### config.mk
export PLATFORM = sky130hd
export DESIGN_NAME = ext_irq_detect
export DESIGN_NICKNAME = d
export VERILOG_FILES = /design/src/rtl/ext_irq_detect.sv
export SDC_FILE = /design/constraint.sdc
export NUM_CORES = 1
export LEC_CHECK = 0
export ABC_AREA = 1
export CORE_AREA = 2 2 39 41
export CTS_CLUSTER_DIAMETER = 80
export DETAILED_ROUTE_END_ITERATION = 7
export DIE_AREA = 0 0 41 43
export HOLD_SLACK_MARGIN = 0.03
export SKIP_CTS_REPAIR_TIMING = 1
export SLEW_MARGIN = 20
export SYNTH_ARGS = -nofsm -noshare
export SYNTH_HDL_FRONTEND = slang
export SYNTH_SLANG_ARGS = --single-unit
### constraint.sdc
create_clock -name clk -period 2.5 [get_ports clk]
set_input_delay 0.5 -clock clk [delete_from_list [all_inputs] [get_ports clk]]
set_output_delay 0.5 -clock clk [all_outputs]
set_load 0.005 [all_outputs]
### src/rtl/ext_irq_detect.sv
module ext_irq_detect #(
  parameter int SYNC_STAGES = 2
) (
  input  logic clk,
  input  logic rst_n,
  input  logic irq_pin_n,
  input  logic level_mode,
  input  logic cpu_imask,
  input  logic irq_ack,
  output logic irq_req,
  output logic irq_status
);

  localparam int LAST = SYNC_STAGES - 1;

  logic [LAST:0] sync_q;
  logic          prev_q;
  logic          edge_q;
  logic          level_q;
  logic          pin_s;
  logic          fall;

  assign pin_s = sync_q[LAST];
  assign fall  = prev_q & ~pin_s;

  generate
    if (SYNC_STAGES == 1) begin : g_one
      always_ff @(posedge clk or negedge rst_n)
        if (!rst_n) sync_q <= '1;
        else        sync_q <= irq_pin_n;
    end else begin : g_chain
      always_ff @(posedge clk or negedge rst_n)
        if (!rst_n) sync_q <= '1;
        else        sync_q <= {sync_q[LAST-1:0], irq_pin_n};
    end
  endgenerate

  always_ff @(posedge clk or negedge rst_n) begin
    if (!rst_n) begin
      prev_q  <= 1'b1;
      edge_q  <= 1'b0;
      level_q <= 1'b0;
    end else begin
      prev_q  <= pin_s;
      level_q <= level_mode;
      if (fall)         edge_q <= 1'b1;
      else if (irq_ack) edge_q <= 1'b0;
    end
  end

  assign irq_status = edge_q | (level_q & ~pin_s);
  assign irq_req    = irq_status & ~cpu_imask;

endmodule

# Word level (Yosys, flattened, before mapping)
# Index checks and enable logic that the tools add are counted.
[op_classes]
n_bitwise = 6
n_reduce_logical = 1
muxes = 2
[op_table]
columns = ["operator", "count"]
rows = [
  ["1-bit bitwise AND", 3],
  ["1-bit two-way mux", 2],
  ["1-bit inverter", 2],
  ["2-bit nonzero test", 1],
  ["1-bit bitwise OR", 1],
]
[totals]
output_inout_bits = 2
reg_bits = 5
elab_cells = 13
in_bits = 6

# Longest topological paths before layout
[depth]
depth_word = 4
mapped_depth = 3
mapped_depth_nobuf = 3

# Worst setup path before layout
# No wires, ideal clock.
[synth_path]
kind = "flip-flop to output port"
startpoint = "register sync_q[1]"
endpoint = "output port irq_status"
arrival_ns = 0.658
path_buffers = 0
path_stages_with_launch = 4
path_slack_ns = 1.342
required_ns = 2.000
path_cell_list = "dfstp_2 inv_2 nand2_2 nand2_1"
[synth_via]
elab_chain_cells = 3
[synth_lines]
columns = ["element", "line", "source"]
rows = [
  ["from (decl)", "16", "logic [LAST:0] sync_q;"],
  ["from (signal assigned)", "34", "else sync_q <= {sync_q[LAST-1:0], irq_pin_n};"],
  ["1-bit inverter", "51", "assign irq_status = edge_q | (level_q & ~pin_s);"],
  ["1-bit bitwise AND", "51", ""],
  ["1-bit bitwise OR", "51", ""],
  ["to (decl)", "11", "output logic irq_status"],
]
# Every way passes these cells.

# Worst setup path in the final report
[layout_path]
startpoint = "input port cpu_imask"
endpoint = "output port irq_req"
[layout_via]
elab_chain_cells = 2
[layout_lines]
columns = ["element", "line", "source"]
rows = [
  ["from (decl)", "8", "input logic cpu_imask,"],
  ["1-bit inverter", "52", "assign irq_req = irq_status & ~cpu_imask;"],
  ["1-bit bitwise AND", "52", ""],
  ["to (decl)", "10", "output logic irq_req,"],
]
# Every way passes these cells.

==> results_dict.tcl <==
set metrics [dict create \
    antenna_found_initial 0 \
    seq_area_um2 129 \
    firstDrtPassIters 1 \
    post-route-util 0.203 \
    routed_wl_um 273 \
    pin_count 8 \
    cpMaxStageDelayCell "clkdlybuf4s50_1" \
    worst_setup_path_start_kind "input port" \
    worst-path-buf-inv 2 \
    yosys-top-cells-area "dfstp_2, dfrtp_1, a21oi_2" \
    fp.dieH_um 43 \
    hp-start "sync_q[0]" \
    grt_usage 0.0515 \
    synth_nets 18 \
    clk_pin_slew_ns 0.04 \
    slowest_delay_ns 0.50 \
    worst-r2r-setup-slack_ns 1.73 \
    crit_type "input port to primary output" \
    cpMostUsedCell "clkdlybuf4s50_1" \
    ant_nets 0 \
    place.gp.congestion 0.577 \
    layout-drive-gt1-share 0.391 \
    layout_commonest_cell "clkdlybuf4s50_1" \
    nNetsFinal 30 \
    setup_viol 0 \
    layout_common_cells "clkdlybuf4s50_1, clkbuf_4, dfstp_2, nand2_1, dfrtp_1" \
    outcome "finished, final reports clean" \
    required_ns 2.00 \
    crit_path_start "cpu_imask" \
    clockBufferDepth 2 \
    worst_hold_path_type "flop to flop" \
    cp.arrival_ns 1.51 \
    end_kind "primary output" \
    period_share 0.803 \
    hold_path_depth 0 \
    cp_max_fo 1 \
    crit-reg2reg-launch "sync_q[1]" \
    slew_viol_final 0 \
    htreeDepth 1 \
    numCtsBuffers 3 \
    ys_types 8 \
    drc_errors 0 \
    min_to "sync_q[1]" \
    drt_iter0_markers 0 \
    placed_cell_area_um2 254 \
    multiInputGateArea_um2 27.5 \
    cap_violations 0 \
    vias 119 \
    grt_max_degree 6 \
    die-area_um2 1760 \
    tns_ns 0 \
    area_growth_syn_to_layout_pct 71.0 \
    fmax_ghz 0.498 \
    worstReg2RegEnd "edge_q" \
    n_fill_cell 162 \
    grt_pass1_wl_um 483 \
    ff2ff_path_depth 3 \
    grt_pass1_vias 134 \
    total_leakage_power_nw 0.118 \
    wl_per_cell_um 7.00 \
    design_area_um2 280 \
    skew_ns 0.00507 \
    p_per_area_nw_per_um2 719 \
    cts_root_buf "clkbuf_4" \
    worstPathCellList "clkdlybuf4s50_1, a21oi_2, clkdlybuf4s50_1" \
    initial_utilization 0.118 \
    portBuffers 7 \
    synth_seq_area_share 0.786 \
    rows 14 \
    grt-ovfl-total 0 \
    clock_latency_ns 0.24 \
    vias_per_cell 3.05 \
    finalCriticalPeriod_ns 2.01 \
    timing.final.hold_violations 0 \
    avgSynthCellArea_um2 13.7 \
    slew-limit-headroom 0.840 \
    cts_tree "yes" \
    synthCells 12 \
    synth_top_area_cell "dfstp_2" \
    antenna_cells 0 \
    rsz0062_at_grt "no" \
    core_area_um2 1380 \
    clock_sink_count 5 \
    synth_top_area_share 0.481 \
    worstMarginPinSlew_ns 0.239 \
    ys_warn_count 0 \
    vdd_drop_max_uv 253 \
    cp.depth 3 \
    netlist_area_um2 164 \
    die_w_um 41 \
    synth-seq-cells 5 \
    path_delay_family "buffers and inverters" \
]
[layout make-up]
cell class | count | share of cell area
inverters | 2 | 0.0268
flip-flops and latches | 5 | 0.460
well taps | 16 | 0.0714
repair buffers | 7 | 0.250
multi-input cells | 5 | 0.0982
clock buffers | 4 | 0.0937
[where the power goes]
part	internal (mW)	total (mW)	leakage (nW)	switching, mW
Sequential	0.0879	0.0895	0.0554	0.00164
Combinational	0.0136	0.0211	0.0472	0.00748
Clock	0.0602	0.0909	0.0150	0.0308
[registers in the layout, indices dropped and copies added, names as in the netlist]
name     cells
edge_q       1
prev_q       1
sync_q       2
level_q      1
[through the flow]
stage                     std cells  setup slack (ns)  power, mW  hold WS (ns)
after floorplan                  12              1.34     0.0961         0.204
after global placement           35             0.486      0.112         0.346
after detailed placement         35             0.490      0.112         0.348
after CTS                        39             0.484      0.207         0.353
after global routing             39             0.436      0.218         0.361
final                            39             0.493      0.202         0.352
[worst max-delay path by stage]
| stage | to |
|---|---|
| 3_5_place_dp | irq_req |
| 4_1_cts | irq_req |
| 2_1_floorplan | irq_status |
| 3_3_place_gp | irq_req |
| 5_1_grt | irq_req |
| 6_report | irq_req |
[synth_stat cells]
| cell type | instances |
|---|---|
| dfstp_2 | 3 |
| dfrtp_1 | 2 |
| nand2_1 | 2 |
| a21oi_2 | 1 |
| inv_1 | 1 |
| inv_2 | 1 |
| nand2_2 | 1 |
| o21ai_1 | 1 |
[logic make-up after synthesis]
logic type	Yosys count	share of synthesized area
buf+inv	2	0.0458
compound gates	2	0.0839
simple gates	3	0.0840
flops	5	0.786
[metal layers]
| layer | share of wire | global-route usage | vias to the layer above | wire length, µm |
|---|---|---|---|---|
| li1 | - | - | 59 | - |
| met1 | 0.45 | 0.0458 | 48 | 124 |
| met2 | 0.28 | 0.0406 | 10 | 77 |
| met3 | 0.25 | 0.0785 | 2 | 67 |
| met4 | 0.015 | 0.0600 | 0 | 4 |
| met5 | 0 | 0 | - | 0 |
(Power assumes the default switching activity.)
